**src/rtl/memdec_pkg.sv**
```systemverilog
package memdec_pkg;
  localparam int unsigned REG_W     = 32;
  localparam int unsigned GRP_START = 16;
  localparam int unsigned GRP_BYTES = 32;
  localparam int unsigned NREG      = 7;

  typedef enum logic [2:0] {
    SUB_BASE_LO = 3'd0,
    SUB_BASE_HI = 3'd1,
    SUB_SIZE_LO = 3'd2,
    SUB_SIZE_HI = 3'd3,
    SUB_CTRL    = 3'd4,
    SUB_TGT_LO  = 3'd5,
    SUB_TGT_HI  = 3'd6,
    SUB_NONE    = 3'd7
  } sub_e;

  localparam logic [REG_W-1:0] MSK_GLB  = 32'h0000_0003;
  localparam logic [REG_W-1:0] MSK_TOP4 = 32'hF000_0000;
  localparam logic [REG_W-1:0] MSK_FULL = 32'hFFFF_FFFF;
  localparam logic [REG_W-1:0] MSK_CTRL = 32'h0000_13FF;
  localparam int unsigned BIT_COMMIT    = 9;
  localparam int unsigned BIT_COMMITTED = 10;

  // nonlinear decoder-count code of the capability word
  function automatic logic [3:0] count_code(input int unsigned n);
    logic [3:0] c;
    case (n)
      1:  c = 4'h0;
      2:  c = 4'h1;
      4:  c = 4'h2;
      6:  c = 4'h3;
      8:  c = 4'h4;
      10: c = 4'h5;
      12: c = 4'h6;
      14: c = 4'h7;
      16: c = 4'h8;
      20: c = 4'h9;
      24: c = 4'hA;
      28: c = 4'hB;
      32: c = 4'hC;
      default: c = 4'h0;
    endcase
    return c;
  endfunction
endpackage

```
**src/rtl/memdec_rst_sync.sv**
```systemverilog
module memdec_rst_sync (
  input  logic clk,
  input  logic rst_n,
  output logic rst_sync_n
);
  logic [1:0] sync_q;

  always_ff @(posedge clk or negedge rst_n) begin
    if (!rst_n) sync_q <= 2'b00;
    else        sync_q <= {sync_q[0], 1'b1};
  end

  assign rst_sync_n = sync_q[1];
endmodule

```
**src/rtl/memdec_slot.sv**
```systemverilog
module memdec_slot
  import memdec_pkg::*;
#(
  parameter logic [31:0] TGT_LO_MSK = 32'hFFFF_FFFF
) (
  input  logic        clk,
  input  logic        rst_n,
  input  logic        wr_en,
  input  sub_e        wr_sub,
  input  logic [31:0] wdata,
  input  sub_e        rd_sub,
  output logic [31:0] rd_word,
  output logic [63:0] base_o,
  output logic [63:0] size_o,
  output logic [31:0] ctrl_o,
  output logic [63:0] tgt_o
);
  logic [31:0] regs_q [NREG];
  logic [31:0] regs_d [NREG];
  logic        committed_q, committed_d;
  logic [31:0] wmask;

  always_comb begin
    case (wr_sub)
      SUB_BASE_LO, SUB_SIZE_LO: wmask = MSK_TOP4;
      SUB_BASE_HI, SUB_SIZE_HI: wmask = MSK_FULL;
      SUB_CTRL:                 wmask = MSK_CTRL;
      SUB_TGT_LO:               wmask = TGT_LO_MSK;
      SUB_TGT_HI:               wmask = MSK_FULL;
      default:                  wmask = '0;
    endcase
  end

  always_comb begin
    for (int k = 0; k < NREG; k++) regs_d[k] = regs_q[k];
    committed_d = committed_q;
    if (wr_sub != SUB_NONE) begin
      regs_d[wr_sub] = (regs_q[wr_sub] & ~wmask) | (wdata & wmask);
      if (wr_sub == SUB_CTRL) committed_d = wdata[BIT_COMMIT];
    end
  end

  always_ff @(posedge clk or negedge rst_n) begin
    if (!rst_n) begin
      for (int k = 0; k < NREG; k++) regs_q[k] <= '0;
      committed_q <= 1'b0;
    end else if (wr_en) begin
      for (int k = 0; k < NREG; k++) regs_q[k] <= regs_d[k];
      committed_q <= committed_d;
    end
  end

  always_comb begin
    ctrl_o = regs_q[SUB_CTRL];
    ctrl_o[BIT_COMMITTED] = committed_q;
  end

  always_comb begin
    rd_word = '0;
    if (rd_sub == SUB_CTRL)      rd_word = ctrl_o;
    else if (rd_sub != SUB_NONE) rd_word = regs_q[rd_sub];
  end

  assign base_o = {regs_q[SUB_BASE_HI], regs_q[SUB_BASE_LO]};
  assign size_o = {regs_q[SUB_SIZE_HI], regs_q[SUB_SIZE_LO]};
  assign tgt_o  = {regs_q[SUB_TGT_HI],  regs_q[SUB_TGT_LO]};


  commit_set_chk: assert property (@(posedge clk) disable iff (!rst_n)
    (wr_en && wr_sub == SUB_CTRL && wdata[BIT_COMMIT]) |=> ctrl_o[BIT_COMMITTED]);

  commit_clr_chk: assert property (@(posedge clk) disable iff (!rst_n)
    (wr_en && wr_sub == SUB_CTRL && !wdata[BIT_COMMIT]) |=> !ctrl_o[BIT_COMMITTED]);

  low_bits_zero_chk: assert property (@(posedge clk) disable iff (!rst_n)
    (base_o[27:0] == 28'd0) && (size_o[27:0] == 28'd0));

  hold_no_write_chk: assert property (@(posedge clk) disable iff (!rst_n)
    !wr_en |=> ($stable(base_o) && $stable(size_o) && $stable(tgt_o) && $stable(ctrl_o)));
endmodule

```
**src/rtl/memdec_reg_bank.sv**
```systemverilog
module memdec_reg_bank
  import memdec_pkg::*;
#(
  parameter int unsigned NUM_DEC     = 4,
  parameter int unsigned PLAIN_WORDS = 4,
  parameter int unsigned ADDR_W      = 8,
  parameter bit          IS_ENDPOINT = 1'b0
) (
  input  logic                    clk,
  input  logic                    rst_n,
  input  logic                    wr_en,
  input  logic                    rd_en,
  input  logic [ADDR_W-1:0]       addr,
  input  logic [31:0]             wdata,
  output logic [31:0]             rdata,
  output logic                    rvalid,
  output logic [1:0]              glb_ctrl_o,
  output logic [64*NUM_DEC-1:0]   dec_base_o,
  output logic [64*NUM_DEC-1:0]   dec_size_o,
  output logic [32*NUM_DEC-1:0]   dec_ctrl_o,
  output logic [64*NUM_DEC-1:0]   dec_tgt_o
);
  localparam int unsigned IDX_W     = (NUM_DEC > 1) ? $clog2(NUM_DEC) : 1;
  localparam int unsigned PIDX_W    = (PLAIN_WORDS > 1) ? $clog2(PLAIN_WORDS) : 1;
  localparam int unsigned GRP_END   = GRP_START + NUM_DEC * GRP_BYTES;
  localparam int unsigned PLAIN_END = GRP_END + 4 * PLAIN_WORDS;
  localparam logic [ADDR_W-1:0] A_GLB    = ADDR_W'(4);
  localparam logic [ADDR_W-1:0] A_GRP_LO = ADDR_W'(GRP_START);
  localparam logic [ADDR_W-1:0] A_GRP_HI = ADDR_W'(GRP_END);
  localparam logic [ADDR_W-1:0] A_PL_HI  = ADDR_W'(PLAIN_END);
  localparam logic [31:0] CAP_VAL    = {28'd0, count_code(NUM_DEC)};
  localparam logic [31:0] TGT_LO_MSK = IS_ENDPOINT ? MSK_TOP4 : MSK_FULL;

  logic              rst_sync_n;
  logic [ADDR_W-1:0] addr_w, grp_off, plain_off;
  logic              hit_cap, hit_glb, hit_grp, hit_plain;
  logic [IDX_W-1:0]  grp_idx;
  logic [PIDX_W-1:0] plain_idx;
  sub_e              grp_sub;
  logic [1:0]        glb_q, glb_d;
  logic [31:0]       plain_q [PLAIN_WORDS];
  logic [31:0]       plain_d [PLAIN_WORDS];
  logic [31:0]       slot_rd [NUM_DEC];
  logic [31:0]       rd_word, rdata_q;
  logic              rvalid_q;

  memdec_rst_sync u_rst_sync (.clk(clk), .rst_n(rst_n), .rst_sync_n(rst_sync_n));

  // address decode
  always_comb begin
    addr_w    = {addr[ADDR_W-1:2], 2'b00};
    grp_off   = addr_w - A_GRP_LO;
    plain_off = addr_w - A_GRP_HI;
    hit_cap   = (addr_w == '0);
    hit_glb   = (addr_w == A_GLB);
    hit_grp   = (addr_w >= A_GRP_LO) && (addr_w < A_GRP_HI);
    hit_plain = (addr_w >= A_GRP_HI) && (addr_w < A_PL_HI);
    grp_idx   = grp_off[IDX_W+4:5];
    grp_sub   = sub_e'(grp_off[4:2]);
    plain_idx = plain_off[PIDX_W+1:2];
  end

  // decoder groups
  for (genvar g = 0; g < NUM_DEC; g++) begin : g_slot
    logic sel;
    assign sel = hit_grp && (grp_idx == IDX_W'(g));
    memdec_slot #(.TGT_LO_MSK(TGT_LO_MSK)) u_slot (
      .clk    (clk),
      .rst_n  (rst_sync_n),
      .wr_en  (wr_en && sel),
      .wr_sub (sel ? grp_sub : SUB_NONE),
      .wdata  (wdata),
      .rd_sub (sel ? grp_sub : SUB_NONE),
      .rd_word(slot_rd[g]),
      .base_o (dec_base_o[64*g +: 64]),
      .size_o (dec_size_o[64*g +: 64]),
      .ctrl_o (dec_ctrl_o[32*g +: 32]),
      .tgt_o  (dec_tgt_o[64*g +: 64])
    );
  end

  // global control and plain words: next state
  always_comb begin
    glb_d = glb_q;
    for (int k = 0; k < PLAIN_WORDS; k++) plain_d[k] = plain_q[k];
    if (hit_glb) glb_d = wdata[1:0] & MSK_GLB[1:0];
    if (hit_plain) plain_d[plain_idx] = wdata;
  end

  always_ff @(posedge clk or negedge rst_sync_n) begin
    if (!rst_sync_n) begin
      glb_q <= '0;
      for (int k = 0; k < PLAIN_WORDS; k++) plain_q[k] <= '0;
    end else if (wr_en) begin
      glb_q <= glb_d;
      for (int k = 0; k < PLAIN_WORDS; k++) plain_q[k] <= plain_d[k];
    end
  end

  // read mux
  always_comb begin
    rd_word = '0;
    if (hit_cap)   rd_word = CAP_VAL;
    if (hit_glb)   rd_word = {30'd0, glb_q};
    if (hit_plain) rd_word = plain_q[plain_idx];
    if (hit_grp)
      for (int k = 0; k < NUM_DEC; k++) rd_word = rd_word | slot_rd[k];
  end

  always_ff @(posedge clk or negedge rst_sync_n) begin
    if (!rst_sync_n) begin
      rdata_q  <= '0;
      rvalid_q <= 1'b0;
    end else begin
      rvalid_q <= rd_en;
      if (rd_en) rdata_q <= rd_word;
    end
  end

  assign rdata      = rdata_q;
  assign rvalid     = rvalid_q;
  assign glb_ctrl_o = glb_q;


  rvalid_follow_chk: assert property (@(posedge clk) disable iff (!rst_sync_n)
    rd_en |=> rvalid);

  rvalid_idle_chk: assert property (@(posedge clk) disable iff (!rst_sync_n)
    !rd_en |=> !rvalid);

  cap_read_chk: assert property (@(posedge clk) disable iff (!rst_sync_n)
    (rd_en && hit_cap) |=> (rdata == CAP_VAL));

  glb_hold_chk: assert property (@(posedge clk) disable iff (!rst_sync_n)
    !(wr_en && hit_glb) |=> $stable(glb_ctrl_o));
endmodule

```
**config.mk**
```make
export PLATFORM = sky130hd
export DESIGN_NAME = memdec_reg_bank
export DESIGN_NICKNAME = d
export VERILOG_FILES = /design/src/rtl/memdec_pkg.sv /design/src/rtl/memdec_rst_sync.sv /design/src/rtl/memdec_slot.sv /design/src/rtl/memdec_reg_bank.sv
export SDC_FILE = /design/constraint.sdc
export NUM_CORES = 2
export LEC_CHECK = 0
export BUFFER_PORTS_ARGS = -buffer_cell sky130_fd_sc_hd__buf_2
export CAP_MARGIN = 10
export CORE_ASPECT_RATIO = 1.75
export CORE_MARGIN = 5
export CORE_UTILIZATION = 23
export CTS_CLUSTER_DIAMETER = 150
export CTS_CLUSTER_SIZE = 16
export DETAILED_ROUTE_END_ITERATION = 10
export SLEW_MARGIN = 20
export SYNTH_ARGS = -nofsm -noshare
export SYNTH_HDL_FRONTEND = slang
export SYNTH_SLANG_ARGS = --single-unit
export TNS_END_PERCENT = 20
```
**constraint.sdc**
```tcl
create_clock -name clk -period 75.2 [get_ports clk]
set_input_delay 15.04 -clock clk [delete_from_list [all_inputs] [get_ports clk]]
set_output_delay 15.04 -clock clk [all_outputs]
set_load 0.02 [all_outputs]
```
==> key figures <==
Outcome
  • Status: completed

Global routing
  • Met3 Use GR: 0.0908
  • Initial antenna violation count: 40
  • GR Util met1: 0.275
  • Grt peak-use layer: met2
  • Met2 Use GR: 0.344
  • Grt total ovfl: 0
  • Total GRT Usage: 0.228
  • Vias in the first global route: between 30k and 40k
  • Largest net degree at the start of global routing: between 150 and 200
  • First-pass GRT wire length: about 370 mm

Logic synthesis
  • Synthesized flop and latch total: roughly 1.1k
  • Synth area leader: dfrtp_1
  • Top cell type's share of synthesized area: 0.509
  • Mapped Nets: 5,269
  • Post-synth EDFFs: 0
  • Mapped cell area: around 0.052 mm²
  • Yosys cell types: 78
  • Syn Area/Cell: roughly 10 µm²
  • Asr flop ratio synth: 1.00
  • Commonest cells in the netlist: dfrtp_1 (1,064), buf_4 (903), nand2_1 (628), clkbuf_1 (503), o21ai_0 (466)
  • Ys flop type: dfrtp_1
  • Post-synthesis sequential area ratio: 0.509
  • Synth top area cells: dfrtp_1 (51%), buf_4 (13%), nand2_1 (4.5%)
  • Cells after Synth: around 5.2k
  • Cell with the most instances after synthesis: dfrtp_1
  • Synthesis Warnings: 0

Clock tree
  • Clk Latency, worst-skew pair: approximately 750 ps
  • Post-cts resize count: 0
  • Cts hold-fix bufs: 0
  • CTS Root Cell: clkbuf_16
  • Total CTS buffers: 76
  • Clock Tree Buf Depth: 3
  • Setup Buffers After CTS: 0
  • Worst-path clk slew: about 90 ps
  • CTS tree: yes
  • Clock sink count: about 1.1k
  • Htree depth: 3

STA
  • Final hold vios: 0
  • RSZ-0062 raised after global routing: no
  • Period utilization: 0.265
  • Setup TNS: 0 ps
  • Worst-Margin Slew: between 1000 and 1500 ps
  • Fmax achieved: roughly 50 MHz
  • Slew HR: 0.189
  • Final setup fails: 0
  • Setup Skew: between 40 and 50 ps
  • Slew Limit Fails: 0
  • Post-route minimum period: between 15,000 and 20,000 ps

Detailed routing
  • DRC viols: 0
  • Iteration-0 DRC count of the detailed router: approximately 3.9k
  • Final ANT Viol Nets: 0
  • Via density: approximately 5
  • Vias: 39.1k
  • Average wire per standard cell: around 35 µm
  • WL final: ~280 mm
  • DRT Pass-1 Iters: 7

Finish
  • Area of the multi-input gates: between 0.015 and 0.02 mm²
  • Storage element area: 0.0266 mm²
  • Fillers: between 20k and 25k
  • Share of cells above drive strength 1: 0.293
  • NumNets Final: between 4k and 5k
  • Area grow syn2layout: 5.31%
  • Finished Layout Cells: between 7k and 8k

Power and ir drop
  • Total power: about 1.3 mW
  • Worst IR Drop VDD: ~0.021 mV
  • Lkg Pwr: approximately 26 nW
  • Comb power frac: 0.184
  • Clk pwr share: 0.312
  • Switching portion of total power: 0.336
  • Int Pwr: 0.872 mW
  • Share of power burned in registers: 0.504
  • Sw power: around 0.44 mW
  • PwrDens: about 24 mW/mm²

Floorplanning
  • Top Ports: 975
  • Die Width: 371 µm
  • Die area: about 0.24 mm²
  • Site row count: 231
  • Die Ht: about 640 µm
  • Initial Util: 0.231
  • Core area: ~0.23 mm²

Placement
  • Cell count after placement: between 7k and 8k
  • Detailed Place HPWL: between 200 and 250 mm
  • PortBufs: 972
  • Placer Congestion: about 0.9

Setup path
  • Worst setup EP type: register
  • Arrival time worst endpoint: 20,580 ps
  • WS Path Type: in2reg
  • R2R depth: 4
  • Worst Setup Start Kind: input port
  • Worst-path fanout max: 33
  • Required @ worst endpoint: approximately 76,000 ps

Job
  • Max-cap violations: 0

Worst hold path
  • Min-delay worst type: reg2async
-- kinds of logic (layout without fill, tap and decap cells) --
logic type | count (synthesis) | count (layout) | share of synthesized area
AOI/OAI and AO/OA | 1310 | 1310 | 0.160
adders and majority gates | 3 | 3 | 0.000717
muxes | 292 | 292 | 0.0728
DFF | 1064 | 1064 | 0.509
buffers and inverters | 1525 | 1187 | 0.177
other | 1 | 24 | 0.0000716
xor gates and xnor gates | 3 | 3 | 0.000645
and+or+nand+nor | 1024 | 1024 | 0.0802
-- cells in the final DEF, fill, tap and decap left out, types with 8 or more instances in the layout --
master	instances
a221o_1	29
diode_2	23
dfrtp_1	1063
buf_4	120
a22oi_1	148
mux2_1	120
a22o_1	26
clkbuf_16	78
o221ai_1	20
mux4_2	48
nand2_2	12
nor2_1	240
a221oi_2	12
nand2_1	617
a21oi_1	229
o21ai_0	463
mux2i_1	12
a31oi_1	50
nand3_1	11
buf_2	969
nor3_1	58
o21ai_1	57
a32o_1	40
a221oi_1	81
and3_1	21
o22ai_1	61
nand2b_1	8
a211oi_1	15
mux2_2	112
-- final cells by class --
class / instances / share of cell area
Sequential cell: 1064 / 0.483
Multi-Input combinational cell: 2633 / 0.304
Timing Repair Buffer: 1095 / 0.106
Tap cell: 3029 / 0.0687
Clock buffer: 79 / 0.0357
Clock inverter: 5 / 0.00113
Antenna cell: 23 / 0.00104
Inverter: 8 / 0.000545
-- layer usage --
| metal | vias up | share of wire |
|---|---|---|
| met2 | 2467 | 0.43 |
| met1 | 19700 | 0.39 |
| met3 | 521 | 0.11 |
| met5 | - | 0.00040 |
| li1 | 16400 | - |
| met4 | 16 | 0.069 |
-- power groups by stage --
| stage | Combinational, mW | Sequential, mW | Clock (mW) |
|---|---|---|---|
| floorplan | 0.166 | 0.667 | 0 |
| global route | 0.258 | 0.666 | 0.438 |
| CTS | 0.243 | 0.660 | 0.424 |
| detailed placement | 0.242 | 0.671 | 0 |
| finish | 0.241 | 0.662 | 0.410 |
| global placement | 0.239 | 0.667 | 0 |
-- worst paths after layout --
kind / startpoint / end / slack [ps]
min reg2reg: u_rst_sync.sync_q[1] / g_slot[3].u_slot.size_o[16] / 350
max reg2reg: u_rst_sync.sync_q[1] / g_slot[0].u_slot.base_o[9] / 71150
min in group clk: u_rst_sync.sync_q[0] / u_rst_sync.sync_q[1] / 350
max: addr[4] / rdata[9] / 55270
max in group asynchronous: rst_n / u_rst_sync.sync_q[0] / 61020
min: u_rst_sync.sync_q[1] / g_slot[3].u_slot.size_o[16] / 350
-- worst max-delay path, cell delays in order --
cell and delay [ps]:
buf_4 210, inv_2 450, buf_4 470, ha_1 530, nand2b_1 230, or3_1 700, a21oi_4 250, buf_4 450
buf_4 510, a22oi_1 230, a31oi_1 810, nor3_1 330, a31oi_1 260
-- flip-flops by register name, indices dropped and copies added, names as in the netlist --
signal and cells:
g_slot.u_slot.base_o 256, g_slot.u_slot.committed_q 4, g_slot.u_slot.ctrl_o 124, g_slot.u_slot.regs_q 3, g_slot.u_slot.size_o 256, g_slot.u_slot.tgt_o 256
glb_ctrl_o 2, plain_q 128, rdata 32, rvalid 1, u_rst_sync.sync_q 2
-- through the flow --
step	utilization	hold WS, ps	cell area [µm²]	setup WS (ps)
finish	0.244	347	55100	55270
floorplan	-	331	52400	43350
CTS	0.243	350	55000	55340
detailed placement	0.234	342	53000	54550
global route	0.243	361	55100	55250
global placement	0.234	341	53000	54580
(Power assumes the default switching activity.)
